==> src/rtl/serRegPkg.sv <==
package serRegPkg;
  localparam logic [2:0] ADDR_DATA = 3'd0;
  localparam logic [2:0] ADDR_IER  = 3'd1;
  localparam logic [2:0] ADDR_IIR  = 3'd2;
  localparam logic [2:0] ADDR_LCR  = 3'd3;
  localparam logic [2:0] ADDR_MCR  = 3'd4;
  localparam logic [2:0] ADDR_LSR  = 3'd5;
  localparam logic [2:0] ADDR_MSR  = 3'd6;

  localparam logic [7:0] IIR_LINE = 8'hC6;
  localparam logic [7:0] IIR_RXD  = 8'hC4;
  localparam logic [7:0] IIR_TXE  = 8'hC2;
  localparam logic [7:0] IIR_NONE = 8'hC1;

  typedef struct packed {
    logic       txPush;
    logic       rxPop;
    logic       txClr;
    logic       rxClr;
    logic       errClr;
    logic [7:0] wrByte;
  } strobeT;

  typedef struct packed {
    logic       rxEmpty;
    logic       txEmpty;
    logic       overrun;
    logic       parErr;
    logic       frmErr;
    logic       brkErr;
    logic [7:0] rxHead;
  } statusT;
endpackage

==> src/rtl/serFifo.sv <==
module serFifo #(
  parameter int WIDTH = 8,
  parameter int DEPTH = 16
) (
  input  logic             clk,
  input  logic             rstN,
  input  logic             push,
  input  logic             pop,
  input  logic             clr,
  input  logic [WIDTH-1:0] din,
  output logic [WIDTH-1:0] head,
  output logic             empty,
  output logic             full
);
  localparam int PTR_W = (DEPTH > 1) ? $clog2(DEPTH) : 1;
  localparam int CNT_W = PTR_W + 1;
  localparam logic [PTR_W-1:0] LAST = PTR_W'(DEPTH - 1);
  localparam logic [CNT_W-1:0] FULL_CNT = CNT_W'(DEPTH);

  logic [WIDTH-1:0] mem [DEPTH];
  logic [PTR_W-1:0] wrPtr, rdPtr;
  logic [CNT_W-1:0] count;
  logic doPush, doPop;

  assign empty  = (count == '0);
  assign full   = (count == FULL_CNT);
  assign doPush = push && !full;
  assign doPop  = pop && !empty;
  assign head   = mem[rdPtr];

  always_ff @(posedge clk) begin
    if (doPush && !clr) mem[wrPtr] <= din;
  end

  always_ff @(posedge clk) begin
    if (!rstN || clr) begin
      wrPtr <= '0;
      rdPtr <= '0;
      count <= '0;
    end else begin
      if (doPush) wrPtr <= (wrPtr == LAST) ? '0 : wrPtr + 1'b1;
      if (doPop)  rdPtr <= (rdPtr == LAST) ? '0 : rdPtr + 1'b1;
      case ({doPush, doPop})
        2'b10:   count <= count + 1'b1;
        2'b01:   count <= count - 1'b1;
        default: count <= count;
      endcase
    end
  end

  AST_FULL_NO_GROW: assert property (@(posedge clk) disable iff (!rstN)
    push && full && !pop && !clr |=> full && (count == FULL_CNT));
  AST_EMPTY_NO_SHRINK: assert property (@(posedge clk) disable iff (!rstN)
    pop && empty && !push && !clr |=> empty);
endmodule

==> src/rtl/serRegData.sv <==
module serRegData
  import serRegPkg::*;
#(
  parameter int DEPTH = 16
) (
  input  logic       clk,
  input  logic       rstN,
  input  strobeT     strobe,
  input  logic       txReady,
  input  logic [7:0] rxByte,
  input  logic       rxValid,
  input  logic       rxParErr,
  input  logic       rxFrmErr,
  input  logic       rxBrk,
  output statusT     status,
  output logic [7:0] txData,
  output logic       txValid
);
  logic txEmpty, txFull, rxEmpty, rxFull;
  logic [7:0] rxHead;
  logic overrunQ, parQ, frmQ, brkQ;

  serFifo #(.WIDTH(8), .DEPTH(DEPTH)) txQueue (
    .clk(clk), .rstN(rstN), .push(strobe.txPush), .pop(txReady),
    .clr(strobe.txClr), .din(strobe.wrByte), .head(txData),
    .empty(txEmpty), .full(txFull)
  );

  serFifo #(.WIDTH(8), .DEPTH(DEPTH)) rxQueue (
    .clk(clk), .rstN(rstN), .push(rxValid), .pop(strobe.rxPop),
    .clr(strobe.rxClr), .din(rxByte), .head(rxHead),
    .empty(rxEmpty), .full(rxFull)
  );

  assign txValid = !txEmpty;

  // fault flags: a new fault in the same cycle as a clearing read wins
  always_ff @(posedge clk) begin
    if (!rstN) begin
      overrunQ <= 1'b0;
      parQ     <= 1'b0;
      frmQ     <= 1'b0;
      brkQ     <= 1'b0;
    end else begin
      overrunQ <= (rxValid && rxFull)   || (overrunQ && !strobe.errClr);
      parQ     <= (rxValid && rxParErr) || (parQ && !strobe.errClr);
      frmQ     <= (rxValid && rxFrmErr) || (frmQ && !strobe.errClr);
      brkQ     <= (rxValid && rxBrk)    || (brkQ && !strobe.errClr);
    end
  end

  always_comb begin
    status.rxEmpty = rxEmpty;
    status.txEmpty = txEmpty;
    status.overrun = overrunQ;
    status.parErr  = parQ;
    status.frmErr  = frmQ;
    status.brkErr  = brkQ;
    status.rxHead  = rxHead;
  end

  AST_OVERRUN_ON_FULL: assert property (@(posedge clk) disable iff (!rstN)
    rxValid && rxFull |=> status.overrun);
  AST_ERR_READ_CLEARS: assert property (@(posedge clk) disable iff (!rstN)
    strobe.errClr && !rxValid |=> !status.overrun && !status.parErr && !status.frmErr && !status.brkErr);
  AST_TX_HOLD: assert property (@(posedge clk) disable iff (!rstN)
    txValid && !txReady && !strobe.txClr |=> txValid && $stable(txData));
  AST_TX_FULL_STAYS: assert property (@(posedge clk) disable iff (!rstN)
    txFull && strobe.txPush && !txReady && !strobe.txClr |=> txValid && $stable(txData));
endmodule

==> src/rtl/serRegCtrl.sv <==
module serRegCtrl
  import serRegPkg::*;
#(
  parameter logic [15:0] DIV_INIT = 16'd1
) (
  input  logic        clk,
  input  logic        rstN,
  input  logic [2:0]  busAddr,
  input  logic        busWrEn,
  input  logic        busRdEn,
  input  logic [7:0]  busWrData,
  input  statusT      status,
  input  logic        txIdle,
  input  logic [7:0]  msrIn,
  output strobeT      strobe,
  output logic [7:0]  busRdData,
  output logic        irqOut,
  output logic [15:0] divisor,
  output logic [7:0]  lcrOut,
  output logic [4:0]  mcrOut
);
  logic [7:0] lcrQ, dllQ, dlmQ;
  logic [2:0] ierQ;
  logic [4:0] mcrQ;
  logic bankSel;
  logic lineSrc, rxSrc, txSrc;
  logic [7:0] iirVal, lsrVal;

  assign bankSel = lcrQ[7];

  always_ff @(posedge clk) begin
    if (!rstN) begin
      lcrQ <= 8'h03;
      ierQ <= '0;
      mcrQ <= '0;
      dllQ <= DIV_INIT[7:0];
      dlmQ <= DIV_INIT[15:8];
    end else if (busWrEn) begin
      case (busAddr)
        ADDR_DATA: if (bankSel) dllQ <= busWrData;
        ADDR_IER:  if (bankSel) dlmQ <= busWrData; else ierQ <= busWrData[2:0];
        ADDR_LCR:  lcrQ <= busWrData;
        ADDR_MCR:  mcrQ <= busWrData[4:0];
        default:   ;
      endcase
    end
  end

  always_comb begin
    strobe.txPush = busWrEn && (busAddr == ADDR_DATA) && !bankSel;
    strobe.rxPop  = busRdEn && (busAddr == ADDR_DATA) && !bankSel;
    strobe.txClr  = busWrEn && (busAddr == ADDR_IIR) && busWrData[2];
    strobe.rxClr  = busWrEn && (busAddr == ADDR_IIR) && busWrData[1];
    strobe.errClr = busRdEn && (busAddr == ADDR_LSR);
    strobe.wrByte = busWrData;
  end

  assign lineSrc = ierQ[2] && (status.overrun || status.parErr || status.frmErr || status.brkErr);
  assign rxSrc   = ierQ[0] && !status.rxEmpty;
  assign txSrc   = ierQ[1] && status.txEmpty;
  assign irqOut  = lineSrc || rxSrc || txSrc;

  always_comb begin
    if (lineSrc)    iirVal = IIR_LINE;
    else if (rxSrc) iirVal = IIR_RXD;
    else if (txSrc) iirVal = IIR_TXE;
    else            iirVal = IIR_NONE;
  end

  assign lsrVal = {1'b0, status.txEmpty && txIdle, status.txEmpty, status.brkErr,
                   status.frmErr, status.parErr, status.overrun, !status.rxEmpty};

  always_comb begin
    case (busAddr)
      ADDR_DATA: busRdData = bankSel ? dllQ : status.rxHead;
      ADDR_IER:  busRdData = bankSel ? dlmQ : {5'b0, ierQ};
      ADDR_IIR:  busRdData = iirVal;
      ADDR_LCR:  busRdData = lcrQ;
      ADDR_MCR:  busRdData = {3'b0, mcrQ};
      ADDR_LSR:  busRdData = lsrVal;
      ADDR_MSR:  busRdData = msrIn;
      default:   busRdData = 8'h00;
    endcase
  end

  assign divisor = {dlmQ, dllQ};
  assign lcrOut  = lcrQ;
  assign mcrOut  = mcrQ;

  AST_DIV_LOW_WRITE: assert property (@(posedge clk) disable iff (!rstN)
    busWrEn && (busAddr == ADDR_DATA) && bankSel |=> divisor[7:0] == $past(busWrData));
  AST_IER_BANKED_OFF: assert property (@(posedge clk) disable iff (!rstN)
    busWrEn && (busAddr == ADDR_IER) && bankSel |=> $stable(ierQ));
  AST_NO_CAUSE_NO_IRQ: assert property (@(posedge clk) disable iff (!rstN)
    (ierQ == 3'b000) |-> !irqOut && (busAddr != ADDR_IIR || busRdData == IIR_NONE));
endmodule

==> src/rtl/serRegFile.sv <==
module serRegFile
  import serRegPkg::*;
#(
  parameter int          DEPTH    = 16,
  parameter logic [15:0] DIV_INIT = 16'd1
) (
  input  logic        clk,
  input  logic        rstN,
  input  logic [2:0]  busAddr,
  input  logic        busWrEn,
  input  logic        busRdEn,
  input  logic [7:0]  busWrData,
  output logic [7:0]  busRdData,
  output logic        irqOut,
  output logic [7:0]  txData,
  output logic        txValid,
  input  logic        txReady,
  input  logic        txIdle,
  input  logic [7:0]  rxByte,
  input  logic        rxValid,
  input  logic        rxParErr,
  input  logic        rxFrmErr,
  input  logic        rxBrk,
  output logic [15:0] divisor,
  output logic [1:0]  wordLen,
  output logic        stopSel,
  output logic        parEn,
  output logic        parEven,
  output logic        parStick,
  output logic        brkCtrl,
  output logic [4:0]  mcrOut,
  input  logic [7:0]  msrIn
);
  strobeT strobe;
  statusT status;
  logic [7:0] lcrOut;

  serRegCtrl #(.DIV_INIT(DIV_INIT)) ctrl (
    .clk(clk), .rstN(rstN), .busAddr(busAddr), .busWrEn(busWrEn),
    .busRdEn(busRdEn), .busWrData(busWrData), .status(status),
    .txIdle(txIdle), .msrIn(msrIn), .strobe(strobe), .busRdData(busRdData),
    .irqOut(irqOut), .divisor(divisor), .lcrOut(lcrOut), .mcrOut(mcrOut)
  );

  serRegData #(.DEPTH(DEPTH)) data (
    .clk(clk), .rstN(rstN), .strobe(strobe), .txReady(txReady),
    .rxByte(rxByte), .rxValid(rxValid), .rxParErr(rxParErr),
    .rxFrmErr(rxFrmErr), .rxBrk(rxBrk), .status(status),
    .txData(txData), .txValid(txValid)
  );

  assign wordLen  = lcrOut[1:0];
  assign stopSel  = lcrOut[2];
  assign parEn    = lcrOut[3];
  assign parEven  = lcrOut[4];
  assign parStick = lcrOut[5];
  assign brkCtrl  = lcrOut[6];
endmodule

==> config.mk <==
export PLATFORM = sky130hd
export DESIGN_NAME = serRegFile
export DESIGN_NICKNAME = d
export VERILOG_FILES = /design/src/rtl/serRegPkg.sv /design/src/rtl/serFifo.sv /design/src/rtl/serRegData.sv /design/src/rtl/serRegCtrl.sv /design/src/rtl/serRegFile.sv
export SDC_FILE = /design/constraint.sdc
export NUM_CORES = 1
export LEC_CHECK = 0
export BUFFER_PORTS_ARGS = -buffer_cell sky130_fd_sc_hd__buf_2
export CAP_MARGIN = 20
export CORE_AREA = 2 2 167 169
export CTS_BUF_LIST = sky130_fd_sc_hd__clkbuf_4
export DETAILED_ROUTE_END_ITERATION = 8
export DIE_AREA = 0 0 169 171
export GPL_TIMING_DRIVEN = 0
export PLACE_DENSITY = 0.73
export SYNTH_ARGS = -nofsm -noshare
export SYNTH_HDL_FRONTEND = slang
export SYNTH_SLANG_ARGS = --single-unit
==> constraint.sdc <==
create_clock -name clk -period 3.1 [get_ports clk]
set_clock_uncertainty 0.15 [all_clocks]
set_input_delay 0.31 -clock clk [delete_from_list [all_inputs] [get_ports clk]]
set_output_delay 0.31 -clock clk [all_outputs]
set_load 0.1 [all_outputs]
==> results list, run 1 <==
- The flow ran to the end, but the final reports show violations.
- The checks that failed: setup timing.
* Setup slack at placement: -0.223 ns
- The floorplan step defined a die boundary enclosing 28,900 sq um.
- Detailed-routing iteration count for the pre-antenna-repair pass: 6
* Root Buffer Master: sky130_fd_sc_hd__clkbuf_4
* Combined area of the multi-input logic cells: 4210 sq um
* Fillcell total: 2,077
- In the final layout, flip-flops and latches occupy 9110 sq um.
- Per report_power, the sequential group accounts for 47.1% of the total.
- By area the synthesized netlist is led by sky130_fd_sc_hd__edfxtp_1 57%, sky130_fd_sc_hd__mux4_2 12%, sky130_fd_sc_hd__dfxtp_1 10%.
- Synthesis produced a netlist with a net count of 914.
* Met1 global-route usage: 27.6%
* Slew at the pin closest to its max-slew limit: 1.18 ns
- Top cells by count, synth: 256 x sky130_fd_sc_hd__edfxtp_1, 91 x sky130_fd_sc_hd__nand2_1, 70 x sky130_fd_sc_hd__dfxtp_1, 70 x sky130_fd_sc_hd__mux4_2, 61 x sky130_fd_sc_hd__nor2_1
- Part of the total power dissipated in the clock network: 37.0%
- In the routed layout, each cell is associated on average with a via count of 5.67.
- Routability Congestion: 0.904
- Std-Cell Rows: 61
* Maximum operating frequency: 0.318 GHz
* Total of buffers placed on input and output ports: 81
- In this run the tightest slew margin relative to its limit is 21.0%.
- Global-route met3 utilization: 4.51%
- Number of flops mapped to enable cells by yosys: 256
* Final #Nets: 1,131
* Combinational share of power: 16.0%
* Net switching power: 2.75 mW
- Syn_area_per_cell: 15.6 sq um
- Final max-slew violation count: 0
* Setup repair after global routing missed its margin: true
* Ports: 83
* Initial Util: 49.0%
- Clock latency at the later pin of the worst-skew pair: 0.71 ns
* Number of global-route vias before repair: 8,423
- In the synthesized netlist the dominant register cell turns out to be sky130_fd_sc_hd__edfxtp_1.
- The clock passes through at most 3 buffers.
* Post-synthesis instance area: 13,400 sq um
- The initial antenna violation count came to 1.
- Counting instances, the worst hold path has a depth of 4.
- Hold WS: 0.0621 ns
- Yosys Warn Count: 0
* Area growth from synthesis to layout: 22.6%
- DRC viols: 0
* Largest net degree at the start of global routing: 23
* Total gr overflow: 0
- The core region is 27,300 sq um.
- Fraction of final layout cells with drive strength greater than 1: 33.4%
* Synth top area share: 57.5%
* Overall fraction of global-route tracks in use: 21.8%
- Via count of the routed design: 8,459
- Slowest stage cell on the critical path: sky130_fd_sc_hd__mux4_2
* Final Setup Violations: 3
* Total routed wirelength: 31,500 um
- Critical path depth: 8
- For this run, asynchronously set or reset flops after synthesis account for 0%.
- Post-placement cell count: 1,294
- Counting stages on the worst path, the most repeated cell is sky130_fd_sc_hd__buf_12.
* Number of distinct library cell variants in the gate-level netlist after synthesis: 58
- Share of the cycle needed by the critical path after routing: 101%
* Ordered cell list for the critical path: buf_12 -> buf_12 -> mux2i_1 -> mux4_2 -> nand2_1 -> o2111ai_2 -> o211ai_1 -> buf_6
- After the flow finishes, the layout carries non-filler instances totaling 1,492.
- Top cell type by total area after synthesis: sky130_fd_sc_hd__edfxtp_1
* Worst reg-to-reg path cell count: 12
- Gate count of the mapped netlist: 859
* Power per Cell Area: 628 nW/um^2
- Gr busiest metal: met2
* Die Width: 169 um
- The analysis attributes to cell leakage a power of 5.65 nW.
* CTS tree: yes
- STA classifies the critical path startpoint as a flip-flop.
- STA puts the critical path data required time at 2.64 ns.
* Largest stage delay on the critical path: 0.49 ns
- In the final routed layout, each cell accounts on average for 21.1 um.
* Min cycle time layout: 3.14 ns
- Total buffers and inverters traversed by the critical path: 3
- CTS Sinks: 326
- The first global-routing pass estimated 47,300 um of wire.
* Post-route antenna net violation count: 0
- Library cell with the highest instance count after synthesis: sky130_fd_sc_hd__edfxtp_1
- In this run the worst hold path is classified as primary input to flip-flop.
- TritonCTS buffer count: 82
- Clock-pin slew was measured on the worst setup and hold paths at 0.07 ns.
- Type of the setup path with the least slack: flip-flop to output pin
- The worst-case IR drop observed on VDD is 389 uV.
* Max-cap violations: 0
* Crit path arrival time: 2.68 ns
* Count of endpoints failing hold in the final timing report: 0
- Setup slack on the critical path of the routed design comes to -0.0442 ns.
- STA classifies the critical path endpoint as an output pin.
- Switching part of the total: 26.6%
- Met2 GRT Util: 36.7%
* Die Y-Extent: 171 um
* R2r setup slk: 0.02 ns
- Worst Path Max Fanout: 6
* H-Tree Depth: 3
* Initial DRC Count: 733
- Kind of cell adding the most delay to the critical path: multiplexers
- Internal power: 7.56 mW
- The synthesized design contains 326 register bits.
- The wire-length estimate of the detail-placed layout is 20,300 um.
- Of the synthesized area, sequential elements account for 67.9%.
## per-stage QoR
| stage | util (%) | setup TNS, ns | cell area [sq um] | power (mW) |
|---|---|---|---|---|
| finish | 60.0 | -0.111 | 16400 | 10.3 |
| global route | 60.0 | -1.35 | 16400 | 10.7 |
| CTS | 59.3 | -0.189 | 16200 | 10.3 |
| detailed placement | 52.3 | -0.620 | 14300 | 6.33 |
| global placement | 52.2 | -1.91 | 14300 | 6.30 |
| floorplan | - | -0.332 | 13400 | 5.99 |
## cell families after synthesis
family	after synthesis	share of synthesized area (%)
compound gates	107	5.10
flops	326	67.9
mux	112	15.0
xor+xnor	12	0.786
buf+inv	59	1.96
fa+ha+maj	18	1.74
simple gates	225	7.50
## metal layers
metal	vias up	part of all wire, %
met5	-	0
met4	0	3.1
met3	76	5.8
met2	327	50
met1	4236	41
li1	3820	-
## repair_timing
item / in CTS / in global routing
resized for setup: 110 / 12
endpoints found under the hold margin: 297 / 0
cloned: 1 / 5
hold buffers: 28 / 0
setup buffers: 8 / 4
pin swaps: 12 / 5
endpoints found under the setup margin: 20 / 19
## cells in the final DEF (no fill, tap or decap), types with 13 or more instances in the layout
master	instances
sky130_fd_sc_hd__edfxtp_1	256
sky130_fd_sc_hd__clkbuf_4	134
sky130_fd_sc_hd__nand2_1	89
sky130_fd_sc_hd__buf_2	76
sky130_fd_sc_hd__mux4_2	70
sky130_fd_sc_hd__dfxtp_1	62
sky130_fd_sc_hd__nor2_1	61
sky130_fd_sc_hd__a21oi_1	41
sky130_fd_sc_hd__mux2i_1	33
sky130_fd_sc_hd__dlygate4sd3_1	28
sky130_fd_sc_hd__nand3_1	20
sky130_fd_sc_hd__buf_4	18
sky130_fd_sc_hd__clkbuf_1	16
sky130_fd_sc_hd__ha_1	15
sky130_fd_sc_hd__inv_1	13
sky130_fd_sc_hd__buf_12	13
## registers in the layout, summed over array words and instances, names as in the netlist, named ones only
| name | cells |
|---|---|
| ctrl.dlmQ | 8 |
| ctrl.mcrOut | 5 |
| data.txQueue.wrPtr | 4 |
| data.rxQueue.count | 5 |
| data.txQueue.count | 5 |
| data.txQueue.mem | 128 |
| data.txQueue.rdPtr | 4 |
| data.frmQ | 1 |
| ctrl.dllQ | 8 |
| ctrl.ierQ | 3 |
| ctrl.lcrOut | 8 |
| data.overrunQ | 1 |
| data.rxQueue.rdPtr | 4 |
| data.brkQ | 1 |
| data.rxQueue.wrPtr | 4 |
| data.rxQueue.mem | 128 |
| data.parQ | 1 |
## power by group through the flow
stage | sequential (mW) | clock (mW) | combinational, mW
after floorplan | 4.93 | 0 | 1.07
after global placement | 4.91 | 0 | 1.39
after detailed placement | 4.92 | 0 | 1.41
after CTS | 4.84 | 3.88 | 1.56
after global routing | 4.86 | 4.12 | 1.73
final | 4.85 | 3.81 | 1.64
## final cells by class
class | count | share of cell area, %
repair buffers | 135 | 6.76
clock inverters | 20 | 0.869
clock buffers | 133 | 6.09
flip-flops and latches | 326 | 55.5
plain buffers | 43 | 2.12
well taps | 346 | 2.64
multi-input cells | 474 | 25.7
inverters | 14 | 0.320
diodes | 1 | 0.0153
## worst paths after layout
path,startpoint,to
hold reg to reg,ctrl.lcrOut[6]$_SDFFE_PN0P_,ctrl.lcrOut[6]$_SDFFE_PN0P_
hold / removal,busWrEn,ctrl.dlmQ[7]$_SDFFE_PN0P_
setup reg to reg,data.rxQueue.count[0]$_SDFFE_PP0P_,data.rxQueue.count[4]$_SDFFE_PP0P_
setup / recovery,flip-flop,busRdData[2]
## worst min-delay path: cells and delay by family
family / cells / cell delay, ns
AO/OA/AOI/OAI: 1 / 0.06
buffers and inverters: 2 / 0.34
AND/OR/NAND/NOR: 1 / 0.12
Power figures use the tool's default switching activity.
==> run 2, diff against run 1 <==
CELL_PAD_IN_SITES_DETAIL_PLACEMENT = 1   (was default)
CELL_PAD_IN_SITES_GLOBAL_PLACEMENT = 2   (was default)
CORE_AREA = 2 2 215 217   (was 2 2 167 169)
DIE_AREA = 0 0 217 219   (was 0 0 169 171)
PLACE_DENSITY = 0.62   (was 0.73)
==> results list, run 2 (synthesized netlist as in run 1, its figures left out) <==
- The placed cell count was 1,544 (+19%).
- Start point of the worst hold path: busAddr[1]
* Worst Path Max Fanout: 8 (+2)
- Min-Delay Path Depth: 5 (+1)
- The leakage power summed over all cells was 5.78 nW (+2.3%).
- DRC viols: 0 (unchanged)
- The total congestion overflow was 0 (unchanged).
- The wire length of the first global-routing pass was 56,600 um (+20%).
- Worst reg-to-reg path cell count: 12 (unchanged)
* Leading registers by flop count: data.rxQueue.mem (128), data.txQueue.mem (128)
* Root Buffer Master: sky130_fd_sc_hd__clkbuf_4
- Ordered cell list for the critical path: buf_12 -> mux4_2 -> mux4_2 -> o221ai_2 -> o21ai_2 -> buf_12
- The die area is 47,500 sq um (+64%).
- The post-place setup slack was -0.387 ns (-0.164 ns).
- In this run the critical register-to-register path is launched from data.rxQueue.count[3]$_SDFFE_PP0P_.
- Final max-slew violation count: 0 (unchanged)
- The maximum resistive drop on vdd is 370 uV (-4.9%).
* Hold Path End: ctrl.dllQ[3]$_SDFFE_PN0P_
- In this design, the largest share of critical-path delay is due to multiplexers.
- Combinational share of power: 16.3% (+0.3 points)
* Maximum operating frequency: 0.302 GHz (-5.0%)
* Violated checks: setup timing
- The cell-internal power is 7.72 mW (+2.1%).
- The library cells used most frequently in the layout, excluding fill and tap cells, are 256 x sky130_fd_sc_hd__edfxtp_1, 146 x sky130_fd_sc_hd__clkbuf_4, 88 x sky130_fd_sc_hd__nand2_1, 70 x sky130_fd_sc_hd__mux4_2, 68 x sky130_fd_sc_hd__buf_2.
- The final worst-path setup slack is -0.209 ns (-0.165 ns).
- Total buffers and inverters traversed by the critical path: 2 (-1)
- Clock latency at the later pin of the worst-skew pair: 0.81 ns (+0.10 ns)
- Overall fraction of global-route tracks in use: 16.3% (-5.5 points)
* H-Tree Depth: 3 (unchanged)
- Net switching power: 2.94 mW (+7.2%)
- The count of endpoints failing hold in the final timing report was 0 (unchanged).
- Hold WS: 0.115 ns (+0.0531 ns)
- The switching power as a share of total power came to 27.6% (+0.97 points).
- Largest net degree at the start of global routing: 23 (unchanged)
- The number of clock sinks seen by CTS was 326 (unchanged).
* Crit path arrival time: 2.85 ns (+0.17 ns)
- Critical path endpoint category: output pin
- Largest stage delay on the critical path: 0.54 ns (+0.05 ns)
* Share of total power in sequential cells: 45.6% (-1.5 points)
- Clock transition at the register clock pins on the worst setup and hold paths after CTS: 0.06 ns (about the same)
* Detailed-routing iteration count for the pre-antenna-repair pass: 4 (-2)
- The DRC violation total after the first TritonRoute iteration came to 439 (-40%).
* Std-Cell Rows: 78 (+28%)
- Fraction of final layout cells with drive strength greater than 1: 35.3% (+1.9 points)
- The CTS buffer count is 91 (+11%).
- The cell area power density came to 627 nW/um^2 (-0.20%).
- Classification of the worst-slack hold path: primary input to flip-flop
- The reg-to-reg setup timing slack is 0.07 ns (+0.05 ns).
- CTS Buffer Depth: 3 (unchanged)
- Share of the cycle needed by the critical path after routing: 107% (+5.3 points)
- The part of the power in the clock network was 38.1% (+1.1 points).
- Via count of the routed design: 8,313 (-1.7%)
- The count of endpoints failing setup in the final report came to 16 (+13).
- STA classifies the critical path startpoint as a flip-flop.
* Slew at the pin closest to its max-slew limit: 1.05 ns (-0.124 ns)
* Most common cell after layout, fill and taps aside: sky130_fd_sc_hd__edfxtp_1
- Slowest stage cell on the critical path: sky130_fd_sc_hd__mux4_2
- The worst-case headroom to the max-slew limit came to 29.6% (+8.6 points).
- The final net count is 1,157 (+2.3%).
- The max-capacitance violation count was 0 (unchanged).
* Type of the setup path with the least slack: flip-flop to output pin
- Run status: complete, but fails checks
- Setup repair after global routing missed its margin: true
- The total chip power was 10.7 mW (+3.5%).
* Area growth from synthesis to layout: 27.1%
- The minimum clock period after layout was 3.31 ns (+0.165 ns).
* Number of antenna violations at the first check in global routing: 4 (+3)
- The detailed placement HPWL is 24,700 um (+22%).
- Routability Congestion: 0.744 (-18%)
* Total routed wirelength: 37,700 um (+20%)
- Ports: 83 (unchanged)
* Per-cell routed wire length: 21.3 um (+0.62%)
- The average via count per standard cell came to 4.69 (-17%).
- The count of input and output buffers was 81 (unchanged).
- Die Width: 217 um (+28%)
* Data required, critical path: 2.64 ns (about the same)
- Post-route antenna net violation count: 0 (unchanged)
- The filler-free cell count of the finished design came to 1,773 (+19%).
- Capture point of the worst reg-to-reg path: data.rxQueue.count[4]$_SDFFE_PP0P_
* Die Y-Extent: 219 um (+28%)
- TritonCTS built the clock tree.
* Number of global-route vias before repair: 9,169 (+8.9%)
- The core area was 45,100 sq um (+65%).
- The starting density of the core is 29.7% (-19 points).
-- run 2: final cells by class --
class | count | area [sq um]
clock buffers | 142 | 1070
flip-flops and latches | 326 | 9110
clock inverters | 18 | 125
repair buffers | 152 | 1240
inverters | 14 | 52.6
plain buffers | 43 | 365
fillers | 4697 | 28100
multi-input cells | 474 | 4290
diodes | 4 | 10.0
well taps | 600 | 751
-- run 2: worst max-delay path by stage --
stage                                                  start            to  slack (ns)  depth (start not counted)
final                                              flip-flop  busRdData[7]       -0.21                          6
after global routing                               flip-flop  busRdData[7]       -0.35                          6
after CTS                                          flip-flop  busRdData[7]       -0.31                          6
after detailed placement                          busAddr[0]  busRdData[5]       -0.39                          7
after global placement                            busAddr[0]  busRdData[5]       -0.38                          7
after floorplan           data.rxQueue.count[1]$_SDFFE_PP0P_  busRdData[0]       -0.33                          6
-- run 2: power by group through the flow --
stage / registers (mW) / clock network, mW / logic, mW
after floorplan: 4.93 / 0 / 1.07
after global placement: 4.92 / 0 / 1.45
after detailed placement: 4.92 / 0 / 1.47
after CTS: 4.85 / 4.21 / 1.67
after global routing: 4.87 / 4.46 / 1.85
final: 4.87 / 4.06 / 1.73
-- run 2: metal layers --
layer	wire length, um	share of wire, %	track usage [%]
met5	0	0	0
met4	1180	3.1	6.74
met3	2120	5.6	4.53
met2	18800	50	27.6
met1	15600	41	19.6
-- run 2: worst min-delay path: cells and delay by family --
family | cells | cell delay (ns)
compound gates | 1 | 0.06
simple gates | 3 | 0.48
buf+inv | 1 | 0.16
-- run 2: repair_timing --
item	in CTS	in global routing
gates cloned	0	2
hold endpoints to repair	313	0
setup endpoints to repair	20	20
buffers inserted	20	9
hold buffers	35	0
resized for setup	137	17
pin swaps	10	8
-- run 2: stage by stage --
step,TNS (ns),utilization (%),cell area (sq um)
floorplan,-0.332,-,13400
global placement,-10.02,32.3,14600
detailed placement,-1.48,32.4,14600
CTS,-2.85,37.3,16800
global route,-3.84,37.7,17000
finish,-1.22,37.7,17000
==> run 3, diff against run 2 <==
CORE_AREA = 2 2 240 194   (was 2 2 215 217)
DIE_AREA = 0 0 242 196   (was 0 0 217 219)
==> results list, run 3 (synthesized netlist as in run 1, its figures left out) <==
- The flow ran to the end, but the final reports show violations.
- The checks that failed: setup timing.
* TritonCTS buffer count: 86 (-5.5%)
* Final #Nets: 1,142 (-1.3%)
- Count of endpoints failing hold in the final timing report: 0 (unchanged)
- The via count of the routed design is 8,447 (+1.6%).
- Critical path endpoint category: output pin
* Total buffers and inverters traversed by the critical path: 2 (unchanged)
* Total routed wirelength: 38,600 um (+2.5%)
- Clock latency at the later pin of the worst-skew pair: 0.81 ns (about the same)
* Root Buffer Master: sky130_fd_sc_hd__clkbuf_4
- Min-Delay Path Depth: 5 (unchanged)
* Largest stage delay on the critical path: 0.56 ns (+0.02 ns)
* Type of the setup path with the least slack: flip-flop to output pin
* R2r setup slk: 0.12 ns (+0.05 ns)
* Crit path arrival time: 2.86 ns (about the same)
- The total stage count of the critical path was 6 (unchanged).
* DRC viols: 0 (unchanged)
- The endpoint identified for the worst register-to-register timing path is data.rxQueue.count[4]$_SDFFE_PP0P_.
- The initial antenna violation count came to 2 (-2).
* Setup TNS: -1.87 ns (-0.655 ns)
* Data required, critical path: 2.64 ns (about the same)
* Routability Congestion: 0.746 (+0.28%)
* Clock transition at the register clock pins on the worst setup and hold paths after CTS: 0.07 ns (about the same)
* Instance area after placement: 14,600 sq um (about the same)
- Top library cells by usage in the layout, fill and taps aside: 256 x sky130_fd_sc_hd__edfxtp_1, 129 x sky130_fd_sc_hd__clkbuf_4, 88 x sky130_fd_sc_hd__nand2_1, 70 x sky130_fd_sc_hd__buf_2, 70 x sky130_fd_sc_hd__mux4_2
- CTS Sinks: 326 (unchanged)
- Per-cell routed wire length: 21.9 um (+3.1%)
* Final setup margin: -0.223 ns (-0.0146 ns)
- Overall fraction of global-route tracks in use: 16.5% (+0.15 points)
* Std-Cell Rows: 70 (-10%)
* Source of the worst register-to-register timing path: data.rxQueue.count[0]$_SDFFE_PP0P_
- Post-route cell area: 17,000 sq um (about the same)
- First-pass GRT wire length: 57,600 um (+1.9%)
* Final max-slew violation count: 0 (unchanged)
* Leading registers by flop count: data.rxQueue.mem (128), data.txQueue.mem (128)
- The height of the die is 196 um (-11%).
- The largest driver fanout on the critical path came to 5 (-3).
- The slowest stage of the critical path is the sky130_fd_sc_hd__mux4_2 cell.
- Ports: 83 (unchanged)
- The area added between synthesis and finish is 27.1% (about the same).
- Worst reg-to-reg path cell count: 12 (unchanged)
- HPWL after detailed placement: 25,400 um (+3.0%)
* Share of the cycle needed by the critical path after routing: 107% (+0.47 points)
* Total chip power: 10.6 mW (-0.62%)
- The number of routed nets with antenna violations is 0 (unchanged).
* Fraction of final layout cells with drive strength greater than 1: 34.6% (-0.69 points)
- The DRC violation total after the first TritonRoute iteration is 515 (+17%).
- The maximum resistive drop on vdd is 383 uV (+3.6%).
- The die area came to 47,400 sq um (-0.19%).
* Timing endpoint of the critical path: busRdData[7]
- Die Width: 242 um (+12%)
- Slew at the pin closest to its max-slew limit: 1.05 ns (+0.000967 ns)
- The minimum clock period after layout was 3.32 ns (+0.0146 ns).
- Maximum operating frequency: 0.301 GHz (-0.44%)
- Max-cap violations: 0 (unchanged)
- Traced cell by cell, the critical path runs through buf_12 -> mux4_2 -> mux4_2 -> o221ai_2 -> o21ai_2 -> buf_12.
- The total congestion overflow is 0 (unchanged).
* H-Tree Depth: 3 (unchanged)
- Kind of cell adding the most delay to the critical path: multiplexers
- The count of input and output buffers came to 81 (unchanged).
- The maximum number of buffers from clock root to sink was 3 (unchanged).
- The path class of the tightest hold or removal check is primary input to flip-flop.
- The core occupancy in the finished layout came to 37.6% (-0.11 points).
- CTS tree: yes
- Setup repair after global routing could not meet its margin everywhere.
- Detailed-routing iteration count for the pre-antenna-repair pass: 5 (+1)
- Detail-routed via count per cell: 4.79 (+2.2%)
- Largest net degree at the start of global routing: 23 (unchanged)
* Rel. slew slack: 29.5% (-0.065 points)
* Static leakage power: 5.70 nW (-1.5%)
* Floorplan core area: 45,200 sq um (+0.23%)
- Initial Util: 29.6% (-0.069 points)
- Leaving out fill and tap cells, the most frequent cell in the layout is sky130_fd_sc_hd__edfxtp_1.
- STA classifies the critical path startpoint as a flip-flop.
- The count of endpoints failing setup in the final report came to 16 (unchanged).
- Power per Cell Area: 624 nW/um^2 (-0.55%)
- The number of global-route vias before repair was 8,995 (-1.9%).
[run 3: changes by cell type in the layout (fill, tap and decap cells not counted), sizes merged]
cell / delta
clkbuf: -14
diode: -2
buf: -10
inv: +2
clkinv: +2
[run 3: layout make-up]
class | count | area, sq um
diodes | 2 | 5.00
multi-input cells | 474 | 4360
clock buffers | 128 | 961
well taps | 612 | 766
inverters | 14 | 57.6
clock inverters | 22 | 164
flip-flops and latches | 326 | 9110
plain buffers | 41 | 354
repair buffers | 144 | 1220
fillers | 4732 | 28200
[run 3: how the worst min path moves through the flow]
stage | from | slack, ns | to
floorplan | rstN | 0.23 | ctrl.dllQ[0]$_SDFFE_PN1P_
global placement | ctrl.dllQ[7]$_SDFFE_PN0P_ | 0.32 | ctrl.dllQ[7]$_SDFFE_PN0P_
detailed placement | ctrl.dlmQ[7]$_SDFFE_PN0P_ | 0.33 | ctrl.dlmQ[7]$_SDFFE_PN0P_
CTS | busAddr[2] | 0.008 | ctrl.dlmQ[0]$_SDFFE_PN0P_
global route | busAddr[1] | 0.05 | ctrl.dllQ[1]$_SDFFE_PN0P_
finish | busAddr[1] | 0.09 | ctrl.dllQ[2]$_SDFFE_PN0P_
[run 3: power by group]
| group | internal [mW] | total, mW | switching, mW |
|---|---|---|---|
| logic | 0.775 | 1.85 | 1.07 |
| registers | 4.78 | 4.85 | 0.0790 |
| clock network | 2.06 | 3.90 | 1.83 |
| total | 7.61 | 10.6 | 2.98 |
[run 3: worst reg2reg max path, cell delays in order (launching register included)]
cell and delay, ns:
sky130_fd_sc_hd__dfxtp_4 0.35, sky130_fd_sc_hd__or4_4 0.56, sky130_fd_sc_hd__o211ai_1 0.19, sky130_fd_sc_hd__buf_4 0.17, sky130_fd_sc_hd__inv_6 0.04, sky130_fd_sc_hd__ha_4 0.16
sky130_fd_sc_hd__xor2_1 0.14, sky130_fd_sc_hd__ha_2 0.21, sky130_fd_sc_hd__a21o_1 0.16, sky130_fd_sc_hd__a22oi_1 0.16, sky130_fd_sc_hd__nor2_1 0.07, sky130_fd_sc_hd__o21bai_1 0.16
sky130_fd_sc_hd__mux2_2 0.34
[run 3: what timing repair did]
| action | in CTS | in global routing |
|---|---|---|
| resized for setup | 142 | 25 |
| endpoints found under the setup margin | 20 | 19 |
| hold endpoints to repair | 314 | 0 |
| hold buffers | 35 | 0 |
| cloned | 2 | 1 |
| setup buffers | 13 | 8 |
| pin swaps | 17 | 15 |
[run 3: through the flow]
step | hold slack, ns | std cells | setup slack, ns
3_3_place_gp | 0.321 | 1552 | -0.400
2_1_floorplan | 0.232 | 859 | -0.332
3_5_place_dp | 0.333 | 1556 | -0.444
5_1_grt | 0.0496 | 1763 | -0.363
6_report | 0.0945 | 1763 | -0.223
4_1_cts | 0.00760 | 1752 | -0.325
[run 3: layer usage]
metal	GRT usage, %	wire, um	vias up
met3	3.71	1710	59
met4	5.28	706	0
met2	24.3	17000	193
li1	-	-	3823
met1	23.9	19200	4372
met5	0	0	-
